[config.mk]
export PLATFORM = sky130hd
export DESIGN_NAME = e1_bp_mapper
export DESIGN_NICKNAME = d
export VERILOG_FILES = /design/src/rtl/e1bp_pkg.sv /design/src/rtl/e1bp_ctrl.sv /design/src/rtl/e1bp_datapath.sv /design/src/rtl/e1_bp_mapper.sv
export SDC_FILE = /design/constraint.sdc
export NUM_CORES = 1
export LEC_CHECK = 0
export BUFFER_PORTS_ARGS = -buffer_cell sky130_fd_sc_hd__buf_4
export CORE_UTILIZATION = 45
export DETAILED_ROUTE_END_ITERATION = 10
export GPL_ROUTABILITY_DRIVEN = 0
export PLACE_DENSITY = 0.6
export SLEW_MARGIN = 20
export SYNTH_ARGS = -nofsm -noshare
export SYNTH_HDL_FRONTEND = slang
export SYNTH_SLANG_ARGS = --single-unit
[constraint.sdc]
create_clock -name clk -period 25.9 [get_ports clk]
set_input_delay 5.18 -clock clk [delete_from_list [all_inputs] [get_ports clk]]
set_output_delay 5.18 -clock clk [all_outputs]
set_load 0.005 [all_outputs]
[src/rtl/e1bp_pkg.sv]
package e1bp_pkg;
  localparam int SLOT_NUM   = 32;
  localparam int CHAN_NUM   = 24;
  localparam int BYTE_W     = 8;
  localparam int SLOT_W     = $clog2(SLOT_NUM);
  localparam int MASK_BYTES = SLOT_NUM / BYTE_W;
  localparam int FRAME_LEN  = CHAN_NUM * BYTE_W + 1;
  localparam int POS_W      = $clog2(FRAME_LEN);
  localparam int BIT_W      = $clog2(BYTE_W);
  localparam int CHAN_W     = POS_W - BIT_W;
  localparam logic [SLOT_NUM-1:0] RESET_MASK = {{(SLOT_NUM-CHAN_NUM){1'b1}}, {CHAN_NUM{1'b0}}};

  typedef struct packed {
    logic              loadFrame;
    logic              shiftEn;
    logic              frameBit;
    logic [CHAN_W-1:0] chanIdx;
    logic [BIT_W-1:0]  bitIdx;
    logic              wrBank;
    logic              rdBank;
    logic              haveData;
  } ctrlStrobes_t;
endpackage

[src/rtl/e1bp_ctrl.sv]
module e1bp_ctrl
  import e1bp_pkg::*;
(
  input  logic              clk,
  input  logic              rstN,
  input  logic              bitEn,
  input  logic              inValid,
  input  logic [SLOT_W-1:0] inSlot,
  input  logic              inFrameStart,
  output ctrlStrobes_t      ctl
);
  logic [POS_W-1:0] bitCnt;
  logic [POS_W-1:0] dataPos;
  logic wrBank, rdBank, lastBank, newAvail, started, haveData;
  logic capDone;

  // Complete frame: slot 31 arrives after (or together with) a start marker.
  assign capDone = inValid && (inSlot == SLOT_W'(SLOT_NUM - 1)) && (started || inFrameStart);

  always_comb begin
    dataPos       = bitCnt - 1'b1;
    ctl.frameBit  = (bitCnt == '0);
    ctl.loadFrame = bitEn && (bitCnt == '0);
    ctl.shiftEn   = bitEn;
    ctl.chanIdx   = dataPos[POS_W-1:BIT_W];
    ctl.bitIdx    = dataPos[BIT_W-1:0];
    ctl.wrBank    = wrBank;
    ctl.rdBank    = rdBank;
    ctl.haveData  = haveData;
  end

  always_ff @(posedge clk) begin
    if (!rstN) begin
      bitCnt   <= '0;
      wrBank   <= 1'b0;
      rdBank   <= 1'b0;
      lastBank <= 1'b0;
      newAvail <= 1'b0;
      started  <= 1'b0;
      haveData <= 1'b0;
    end else begin
      if (bitEn)
        bitCnt <= (bitCnt == POS_W'(FRAME_LEN - 1)) ? '0 : bitCnt + 1'b1;
      if (ctl.loadFrame) begin
        if (newAvail) begin
          rdBank   <= lastBank;
          haveData <= 1'b1;
          newAvail <= 1'b0;
        end else begin
          haveData <= 1'b0;
        end
      end
      if (inValid) begin
        if (capDone) started <= 1'b0;
        else if (inFrameStart) started <= 1'b1;
      end
      if (capDone) begin
        lastBank <= wrBank;
        wrBank   <= ~wrBank;
        newAvail <= 1'b1;
      end
    end
  end

  assert_cnt_range_R2: assert property (@(posedge clk) disable iff (!rstN)
    bitCnt < POS_W'(FRAME_LEN));

  assert_banks_apart_R10: assert property (@(posedge clk) disable iff (!rstN)
    (ctl.loadFrame && newAvail) |=> (rdBank != wrBank));
endmodule

[src/rtl/e1bp_datapath.sv]
module e1bp_datapath
  import e1bp_pkg::*;
(
  input  logic              clk,
  input  logic              rstN,
  input  ctrlStrobes_t      ctl,
  input  logic              inValid,
  input  logic [SLOT_W-1:0] inSlot,
  input  logic [BYTE_W-1:0] inData,
  input  logic              regWe,
  input  logic [1:0]        regAddr,
  input  logic [BYTE_W-1:0] regWdata,
  output logic [BYTE_W-1:0] regRdata,
  output logic              serOut,
  output logic              framePulse,
  output logic              overflow
);
  logic [BYTE_W-1:0]   maskByte [MASK_BYTES];
  logic [SLOT_NUM-1:0] maskReg;
  logic [SLOT_NUM-1:0] actMask;
  logic [BYTE_W-1:0]   bufMem [2][SLOT_NUM];
  logic [SLOT_W-1:0]   selSlot;
  logic                selFound;
  logic [BYTE_W-1:0]   curByte;
  logic                nextBit;
  int                  unmaskCnt;

  // One register per mask byte: address k holds slots 8k..8k+7.
  for (genvar b = 0; b < MASK_BYTES; b++) begin : g_maskByte
    always_ff @(posedge clk) begin
      if (!rstN) maskByte[b] <= RESET_MASK[b*BYTE_W +: BYTE_W];
      else if (regWe && (int'(regAddr) == b)) maskByte[b] <= regWdata;
    end
    assign maskReg[b*BYTE_W +: BYTE_W] = maskByte[b];
  end

  assign regRdata = maskByte[regAddr];

  always_ff @(posedge clk) begin
    if (inValid) bufMem[ctl.wrBank][inSlot] <= inData;
  end

  // Find the slot whose rank among unmasked slots equals the channel index.
  always_comb begin
    int rank;
    rank     = 0;
    selSlot  = '0;
    selFound = 1'b0;
    for (int s = 0; s < SLOT_NUM; s++) begin
      if (!actMask[s]) begin
        if (!selFound && rank == int'(ctl.chanIdx)) begin
          selSlot  = SLOT_W'(s);
          selFound = 1'b1;
        end
        rank = rank + 1;
      end
    end
  end

  always_comb begin
    unmaskCnt = $countones(~maskReg);
    curByte   = bufMem[ctl.rdBank][selSlot];
    if (ctl.frameBit) nextBit = 1'b1;
    else if (ctl.haveData && selFound) nextBit = curByte[BYTE_W - 1 - int'(ctl.bitIdx)];
    else nextBit = 1'b1;
  end

  always_ff @(posedge clk) begin
    if (!rstN) begin
      serOut     <= 1'b1;
      framePulse <= 1'b0;
      actMask    <= RESET_MASK;
      overflow   <= 1'b0;
    end else begin
      if (ctl.shiftEn) begin
        serOut     <= nextBit;
        framePulse <= ctl.frameBit;
      end
      if (ctl.loadFrame) begin
        actMask <= maskReg;
        if (unmaskCnt > CHAN_NUM) overflow <= 1'b1;
      end
    end
  end

  assert_frame_bit_R1: assert property (@(posedge clk) disable iff (!rstN)
    framePulse |-> serOut);

  assert_hold_R11: assert property (@(posedge clk) disable iff (!rstN)
    !ctl.shiftEn |=> ($stable(serOut) && $stable(framePulse)));

  assert_mask_stable_R6: assert property (@(posedge clk) disable iff (!rstN)
    !ctl.loadFrame |=> $stable(actMask));

  assert_overflow_sticky_R7: assert property (@(posedge clk) disable iff (!rstN)
    overflow |=> overflow);

  assert_idle_fill_R8: assert property (@(posedge clk) disable iff (!rstN)
    (ctl.shiftEn && !ctl.frameBit && !selFound) |=> serOut);
endmodule

[src/rtl/e1_bp_mapper.sv]
module e1_bp_mapper
  import e1bp_pkg::*;
(
  input  logic              clk,
  input  logic              rstN,
  input  logic              inValid,
  input  logic [SLOT_W-1:0] inSlot,
  input  logic [BYTE_W-1:0] inData,
  input  logic              inFrameStart,
  input  logic              regWe,
  input  logic [1:0]        regAddr,
  input  logic [BYTE_W-1:0] regWdata,
  output logic [BYTE_W-1:0] regRdata,
  input  logic              bitEn,
  output logic              serOut,
  output logic              framePulse,
  output logic              overflow
);
  ctrlStrobes_t ctl;

  e1bp_ctrl u_ctrl (
    .clk(clk), .rstN(rstN), .bitEn(bitEn), .inValid(inValid),
    .inSlot(inSlot), .inFrameStart(inFrameStart), .ctl(ctl)
  );

  e1bp_datapath u_dp (
    .clk(clk), .rstN(rstN), .ctl(ctl), .inValid(inValid), .inSlot(inSlot),
    .inData(inData), .regWe(regWe), .regAddr(regAddr), .regWdata(regWdata),
    .regRdata(regRdata), .serOut(serOut), .framePulse(framePulse),
    .overflow(overflow)
  );
endmodule

Yosys cells after proc, flatten, opt, wreduce, memory -nomap -nowiden
Memories as Yosys holds them, arrays and structs flattened. A register that Yosys moved wholly into a read port is not among the register bits.
Cells that the tools add are included.
Operators by class
  add/subtract/negate cells: 64
  multiply operators: 0
  div/mod/pow operators: 0
  order comparisons: 5
  eq/ne operators: 36
  shifts and indexed selects: 0
  multiplexer cells: 194
  bitwise operators: 8
  reduce and logical (&&, ||, !) cells: 80
Operators with widths (count)
  $eq A32 B6 Y1: 30
  $mux W32: 30
  $add A32 B2 Y32 const B: 29
  $add A32 B32 Y32: 15
  $mux W5: 61
  $mux W256: 1
  $mux W1: 91
  $mux W8: 8
  $bmux W8 S5: 1
  $demux W8 S5: 1
  $logic_and A1 B1 Y1: 40
  $add A1 B1 Y2: 16
  $gt A32 B6 Y1 const B: 1
  $lt A32 B5 Y1 const B: 1
  $not A32 Y32: 1
  $logic_not A1 Y1: 31
  $ge A6 B6 Y1 const B: 2
  $not A5 Y6: 2
  $add A8 B1 Y8 const B: 1
  $eq A8 B8 Y1 const B: 1
  $logic_not A8 Y1: 1
  $sub A8 B1 Y8 const B: 1
  $lt A6 B1 Y1 const B: 1
  $reduce_and A2 Y1: 3
  13 further kinds: 18
Word-level totals
  bits in registers: 49
  latch bits: 0
  memory bits (writable): 544
  ROM bits: 0
  bits of input ports: 29
  memories: 2
Memories
  u_dp.bufMem: words 2, width 256, read ports 1, clocked after memory_dff 1, write ports 1, line e1bp_datapath.sv:21  | logic [BYTE_W-1:0] bufMem [2][SLOT_NUM];
  u_dp.maskByte: words 4, width 8, read ports 5, clocked after memory_dff 0, write ports 4, line e1bp_datapath.sv:18  | logic [BYTE_W-1:0] maskByte [MASK_BYTES];

Logic depth before layout (Yosys ltp)
Gate-level depths: netlist of the first run.
  depth after elaboration: 137
  depth in mapped cells: 120

By module
From an unflattened synthesis of the first run, not the netlist that was laid out.
Second synthesis, totals
  cells, all modules: 2680
  area, all modules: 34048.9 um^2
By module, submodules not included
  e1bp_datapath: times used 1, cells an instance 2583, area an instance 33219.4 um^2, seq. area each 17036.3 um^2
  e1bp_ctrl: times used 1, cells an instance 97, area an instance 829.5 um^2, seq. area each 280.3 um^2

Worst setup path after synthesis of the first run
Ideal clock, no wire load.
  kind: register -> register
  from: reg u_dp.actMask[0]
  to: reg u_dp.serOut
  library setup time: 0.147 ns
  data arrival time: 21.715 ns
  required time: 25.753 ns
  setup slack: 4.038 ns
  stages on the path, launching flop included: 118
  buffers on the path: 2
  path through: dfxtp_1 > inv_1 > ha_1 > buf_6 > xnor2_1 > ha_1 > nor2_1 > a21oi_1 > ha_1 > mux2_2 > ha_1 > nor2_1 > nor2_1 > ha_1 > nor2b_1 > a31oi_1 > inv_1 > ha_1 > [82 not listed] > o211ai_1 > inv_1 > xnor2_1 > xnor2_1 > nand2_1 > a21oi_1 > o21a_1 > a21oi_2 > o21ai_1 > a21bo_1 > clkbuf_1 > nor2_1 > a22o_1 > o41a_1 > a221o_1 > or4b_1 > a21oi_1 > a2111oi_2
Between the ends
  word-level cells in the longest chain between the ends: 134
  elaborated cells on any way between the ends: 289
  classes of those cells: 30 x add/sub; 31 x eq/ne; 164 x mux; 1 x bitwise; 63 x reduce/logical
RTL lines
  start: declaration: line e1bp_datapath.sv:20  | logic [SLOT_NUM-1:0] actMask;
  start signal: assignment: line e1bp_datapath.sv:80  | actMask <= maskReg;
  parallel branches: the longest is 132 deep, another holds $add A32 B2 Y32
  $mux W1 *: line e1bp_datapath.sv:64  | else if (ctl.haveData && selFound) nextBit = curByte[BYTE_W - 1 - int'(ctl.bitIdx)];
  $mux W1 *: line e1bp_datapath.sv:63  | if (ctl.frameBit) nextBit = 1'b1;
  end signal: assignment: line e1bp_datapath.sv:76  | serOut <= nextBit;
  end: declaration: line e1bp_datapath.sv:14  | output logic serOut,
Mark *: on every way between the ends. The select of a mux whose other input is x is not followed.
A chain may end at the register's enable or synchronous reset.

Worst setup path after layout of the first run
Same ends and word-level chain as after synthesis.

==> results.json, run 1 <==
{
  "insertion_delay_ns": 0.64,
  "most-common-layout-cells": "edfxtp_1 (544), nand2_1 (284), xnor2_1 (203), nor2_1 (195), inv_1 (110)",
  "worst_path_most_repeated_cell": "ha_1",
  "fin_hold_ws_ns": 0.474,
  "clock_tree.root_cell": "clkbuf_16",
  "die_w_um": 280,
  "worstSetupPathType": "flop to flop",
  "post_synth_mux_area_share_pct": 7.27,
  "die-height_um": 280,
  "postRouteWirelength_mm": 97.6,
  "synthDominantAreaCellType": "edfxtp_1",
  "mappedNetlistArea_mm2": 0.0347,
  "ys_seq_elements": 594,
  "antenna-diode-count": 0,
  "finalCritPeriodShare_pct": 94.8,
  "timing.critical_path.arrival_ns": 25.05,
  "grt_util_all_layers_pct": 24.5,
  "synth-seq-area-share_pct": 49.9,
  "num_rows": 101,
  "required_ns": 26.40,
  "floorplan.initialDensity_pct": 45.6,
  "initialDrtViolationCount": 2274,
  "synthXorXnorAreaFrac_pct": 10.4,
  "antenna_violations_before_repair": 0,
  "synth_simple_gate_area_share_pct": 14.9,
  "globalRouteOverflowTotal": 0,
  "synth_warnings": 0,
  "cts.hold.buffers_added": 0,
  "cts_max_level": 2,
  "post-dp-hpwl_mm": 66.9,
  "finalMaxSlewViolations": 0,
  "cts_buffers": 60,
  "max_incr_delay_on_cp_ns": 0.62,
  "final_layout_size_suffix_gt1_share_pct": 11.6,
  "numClockSinks": 594,
  "synthDistinctLibCells": 124,
  "postSynthAreaPerCell_um2": 11.6,
  "post_synth_net_total": 3097,
  "worst_setup_path_start_kind": "flop",
  "critical_path_s_slowest_cell": "or4b_2",
  "max_freq_ghz": 0.0407,
  "timing.final.crit_period_ns": 24.55,
  "io-pin-count": 40,
  "holdCritPathClass": "flop to flop",
  "grt_pass1_wl_mm": 146,
  "synth_top_area_share_pct": 47.1,
  "final_antenna_net_count": 0,
  "timing.critical_path.to_type": "flop",
  "area_delta_synth_final_pct": 9.79,
  "num_vias": 24000,
  "synth-compound-area-share_pct": 10.7,
  "worstMarginPinSlew_ns": 1.33,
  "firstDrtPassIters": 6,
  "clock_tree.buffer_depth": 3,
  "number_of_vias_per_cell": 5.94,
  "timing.final.setup_violations": 0,
  "grt_start_max_net_pins": 140,
  "edff_count_synth": 544,
  "worst-path-max-fanout": 10,
  "nNetsFinal": 3073,
  "wl_per_cell_um": 24.1,
  "synth_top_cells_by_area": "edfxtp_1 (47%), xnor2_1 (5.2%), mux4_2 (3.5%)",
  "detail_route.drc_violations": 0,
  "final_hold_viol_count": 0,
  "async_reset_ff_share_pct": 0,
  "worst_slew_margin_rel_pct": 10.2,
  "status": "finished, final reports clean",
  "netlist_instances": 2986,
  "post_cts_clock_slew_at_the_launch_and_capture_registers_of_the_worst_setup_and_hold_paths_ns": 0.08,
  "io_buffer_count": 39,
  "maxCapViolCount": 0,
  "post_synth_fa_ha_maj_area_fraction_pct": 3.55,
  "layout.cells.most_common": "edfxtp_1",
  "clock_tree_from_tritoncts": "built",
  "first_global_vias": 23800,
  "design.core.area_mm2": 0.0761,
  "design.die.area_mm2": 0.0782,
  "combinational_family_with_the_most_area_after_synthesis": "simple AND/OR/NAND/NOR gates",
  "skew_ns": 0.0578,
  "yosys_most_used_dff": "edfxtp_1"
}
==> final cells by class <==
| type | count | area (µm²) |
|---|---|---|
| clock buffers | 71 | 1540 |
| clock inverters | 40 | 502 |
| repair buffers | 67 | 519 |
| multi-input cells | 2126 | 16500 |
| well taps | 1030 | 1290 |
| flip-flops and latches | 594 | 17300 |
| inverters | 113 | 424 |
| fillers | 6704 | 38000 |
==> worst max-delay path: cells and delay by family, from the launching register on <==
kind	cells	cell delay, ns
compound gates	36	7.88
xor+xnor	3	0.65
fa+ha+maj	28	8.60
buf+inv	8	0.85
flops	1	0.40
mux	3	0.89
simple gates	37	5.12
==> synth_stat cells, types with 16 or more instances <==
cell        n
edfxtp_1  544
nand2_1   285
xnor2_1   205
nor2_1    199
inv_1     110
mux2i_1   108
a21oi_1    98
clkbuf_1   98
nor2b_1    87
nand2b_1   81
xor2_1     72
o21ai_0    70
a211oi_1   63
nand3_1    58
nor3_1     57
ha_1       56
mux4_2     54
dfxtp_1    50
and2_1     46
a21boi_0   31
buf_2      31
a31oi_1    26
fa_1       26
and3_1     23
xnor3_1    21
nor4_1     20
nand4_1    19
o22ai_1    19
or3_1      19
mux2_2     18
nand3b_1   17
nor3b_1    17
or2_2      17
a22oi_1    16
buf_1      16
==> registers in the layout (all words and copies together) (netlist names), named ones only <==
name,cells
u_dp.framePulse,1
u_dp.overflow,1
u_ctrl.wrBank,1
u_ctrl.haveData,1
u_ctrl.lastBank,1
u_ctrl.started,1
u_ctrl.newAvail,1
u_dp.maskByte,32
u_dp.serOut,1
u_ctrl.rdBank,1
u_ctrl.bitCnt,8
u_dp.bufMem,512
u_dp.actMask,32
==> through the flow <==
stage | util [%] | setup WS (ns) | cell area (µm²) | setup TNS (ns) | instances
2_1_floorplan | - | 4.04 | 34700 | 0 | 2986
3_3_place_gp | 47.2 | 1.38 | 35900 | 0 | 3927
3_5_place_dp | 47.2 | 0.340 | 35900 | 0 | 3927
4_1_cts | 49.9 | 0.270 | 37900 | 0 | 4038
5_1_grt | 50.1 | -0.0549 | 38100 | -0.0549 | 4041
6_report | 50.1 | 1.35 | 38100 | 0 | 4041
==> kinds of logic (layout without fill, tap and decap cells) <==
kind of cell / count (synthesis) / in the layout
DFF: 594 / 594
muxes: 181 / 181
AOI/OAI and AO/OA: 520 / 520
adders and majority gates: 83 / 83
and+or+nand+nor: 1008 / 1010
buffers and inverters: 268 / 291
xor gates and xnor gates: 332 / 332
==> routing by layer <==
metal  routed length, µm  part of all wire, %  global-route usage, %
met5                   0                    0                      0
met4                4120                  4.2                   9.91
met3                5510                  5.6                   2.84
met2               47800                   49                   42.1
met1               40100                   41                   31.5
==> path summary, 6_finish.rpt <==
path	from	endpoint	slack, ns	depth (start not counted)
max reg2reg	u_dp.actMask[0]$_SDFFE_PN0P_	u_dp.serOut$_SDFFE_PN1P_	1.35	115
max	u_dp.actMask[0]$_SDFFE_PN0P_	u_dp.serOut$_SDFFE_PN1P_	1.35	115
min	u_ctrl.rdBank$_SDFFE_PN0P_	u_ctrl.rdBank$_SDFFE_PN0P_	0.47	2
min reg2reg	u_ctrl.rdBank$_SDFFE_PN0P_	u_ctrl.rdBank$_SDFFE_PN0P_	0.47	2
==> repair_timing <==
item / CTS / global route
endpoints found under the hold margin: 0 / 0
buffers inserted: 0 / 1
setup endpoints to repair: 0 / 1
gates resized for setup: 0 / 33
Power of run 1 is left out: the tool's default activity adds up to more than one toggle a clock period on the data nets, which glitch-free logic cannot reach.
==> run 2: changes to the inputs <==
--- a/config.mk
+++ b/config.mk
@@ -5,6 +5,7 @@
 export SDC_FILE = /design/constraint.sdc
 export NUM_CORES = 1
 export LEC_CHECK = 0
+export ABC_AREA = 1
 export BUFFER_PORTS_ARGS = -buffer_cell sky130_fd_sc_hd__buf_4
 export CORE_UTILIZATION = 45
 export DETAILED_ROUTE_END_ITERATION = 10
==> run 2 against run 1 <==
Effect of this change: sequential cell count unchanged; fmax increased by 29%; critical path depth increased by 1; highest routed layer is now met5.
==> results.json, run 2 <==
{
  "status": "finished, final reports clean",
  "cts_buffers": 66,
  "synth_warnings": 0,
  "design.die.area_mm2": 0.0787,
  "worstMarginPinSlew_ns": 1.09,
  "critical_path_s_slowest_cell": "buf_4",
  "synth_common_cells": "nand2_1 (627), edfxtp_1 (544), nand3_1 (472), inv_1 (355), nor2_1 (238)",
  "totalNegativeSetupSlack_ns": 0,
  "area_delta_synth_final_pct": 10.2,
  "grtUsageMet2_pct": 38.8,
  "detail_route.drc_violations": 0,
  "clock_tree_from_tritoncts": "built",
  "cts_max_level": 3,
  "grt_pass1_wl_mm": 141,
  "antenna_violations_before_repair": 2,
  "io-pin-count": 40,
  "grt_setup_unrepaired": "false",
  "die_w_um": 280,
  "holdCritPathClass": "flop to flop",
  "mappedNetlistArea_mm2": 0.0349,
  "synthDominantAreaCellType": "edfxtp_1",
  "skew_ns": 0.0470,
  "design.core.area_mm2": 0.0763,
  "layout_top_registers": "u_dp.bufMem x512, u_dp.actMask x32, u_dp.maskByte x32",
  "layout.cells.most_common": "nand2_1",
  "worst_path_most_repeated_cell": "nand2_1",
  "timing.critical_path.arrival_ns": 19.48,
  "cts.hold.buffers_added": 0,
  "yosys_most_used_dff": "edfxtp_1",
  "firstDrtPassIters": 6,
  "grt_util_all_layers_pct": 23.3,
  "async_reset_ff_share_pct": 0,
  "ff2ff_path_depth": 116,
  "grt_start_max_net_pins": 103,
  "synthDistinctLibCells": 64,
  "area_of_combinational_cells_with_multiple_inputs_mm2": 0.0153,
  "timing.final.setup_violations": 0,
  "antenna-diode-count": 0,
  "synth_top_area_share_pct": 46.8,
  "ys_seq_elements": 594,
  "cp.depth": 116,
  "fillers": 7077,
  "post_synth_net_total": 3699,
  "floorplan.initialDensity_pct": 45.7,
  "postRouteWirelength_mm": 91.7,
  "netlist_instances": 3588,
  "timing.final.crit_period_ns": 18.97,
  "largest_register_ff_count": 512,
  "seqCellArea_mm2": 0.0173,
  "worst_slew_margin_rel_pct": 26.7,
  "final_antenna_net_count": 0,
  "regMostFlops": "u_dp.bufMem",
  "globalRouteMet1Util_pct": 31.3,
  "post_cts_resized": 0,
  "maxCapViolCount": 0,
  "die-height_um": 280,
  "place_area_mm2": 0.0361,
  "max_incr_delay_on_cp_ns": 0.79,
  "insertion_delay_ns": 0.62,
  "use_met3_pct": 3.17,
  "clock_tree.root_cell": "clkbuf_16",
  "postSynthAreaPerCell_um2": 9.73,
  "worst-path-max-fanout": 91,
  "top_usage_layer": "met2",
  "required_ns": 26.40,
  "finalCritPeriodShare_pct": 73.2,
  "nNetsFinal": 3734,
  "io_buffer_count": 39,
  "edff_count_synth": 544,
  "yosys.cell_count.top_type": "nand2_1",
  "num_vias": 25400,
  "worst_setup_path_start_kind": "flop",
  "final_area_mm2": 0.0385,
  "initialDrtViolationCount": 2135,
  "postCtsSetupBuffers": 0,
  "most-common-layout-cells": "nand2_1 (626), edfxtp_1 (544), nand3_1 (472), inv_1 (355), nor2_1 (238)",
  "number_of_buffer_and_inverter_stages_on_the_critical_path": 9,
  "worstSetupPathType": "flop to flop",
  "synth_top_cells_by_area": "edfxtp_1 (47%), nand3_1 (6.8%), nand2_1 (6.7%)",
  "synth-seq-area-share_pct": 49.7,
  "post_cts_clock_slew_at_the_launch_and_capture_registers_of_the_worst_setup_and_hold_paths_ns": 0.06,
  "fin_hold_ws_ns": 0.470,
  "wl_per_cell_um": 19.5,
  "max_freq_ghz": 0.0527,
  "first_global_vias": 24300,
  "numClockSinks": 594,
  "clock_tree.buffer_depth": 3,
  "num_rows": 101,
  "post-dp-hpwl_mm": 61.2,
  "globalRouteOverflowTotal": 0,
  "hold_depth": 2,
  "final_layout_size_suffix_gt1_share_pct": 17.0,
  "number_of_vias_per_cell": 5.41,
  "final_util_pct": 50.4,
  "final_hold_viol_count": 0,
  "finalMaxSlewViolations": 0,
  "timing.critical_path.to_type": "flop",
  "timing.critical_path.max_delay_family": "simple AND/OR/NAND/NOR gates"
}
[run 2: area by class of cell]
cell class,instances,share of cell area (%)
inverters,396,3.88
repair buffers,91,1.81
clock inverters,37,1.45
flip-flops and latches,594,45.1
multi-input cells,2474,39.8
well taps,1030,3.35
clock buffers,84,4.63
[run 2: kinds of logic after synthesis]
family	Yosys count	synth area share, %
and+or+nand+nor	1828	26.7
DFF	594	49.7
buffers and inverters	520	6.69
muxes	256	7.47
AOI/OAI and AO/OA	233	4.07
adders and majority gates	82	3.50
xor gates and xnor gates	75	1.88
[run 2: worst paths after layout]
check,from,endpoint,slack (ns)
setup / recovery,u_dp.actMask[0]$_SDFFE_PN0P_,u_dp.serOut$_SDFFE_PN1P_,6.93
hold / removal,u_ctrl.rdBank$_SDFFE_PN0P_,flop,0.47
setup reg to reg,u_dp.actMask[0]$_SDFFE_PN0P_,u_dp.serOut$_SDFFE_PN1P_,6.93
hold reg to reg,u_ctrl.rdBank$_SDFFE_PN0P_,flop,0.47
[run 2: tightest hold or removal path, stage by stage, from the launching register on]
cell,delay (ns)
dfxtp_1,0.30
nand2_1,0.07
a21oi_1,0.06
[run 2: routing by layer]
layer	part of all wire, %	up-vias
met1	45	12100
li1	-	12400
met3	5.3	157
met4	3.0	2
met2	47	727
met5	0.012	-
[run 2: stage by stage]
| stage | instances | setup slack, ns |
|---|---|---|
| after global placement | 4585 | 7.32 |
| final | 4706 | 6.93 |
| after detailed placement | 4585 | 7.03 |
| after floorplan | 3588 | 9.70 |
| after CTS | 4706 | 7.00 |
| after global routing | 4706 | 5.39 |
Power of run 2 is left out for the same reason.
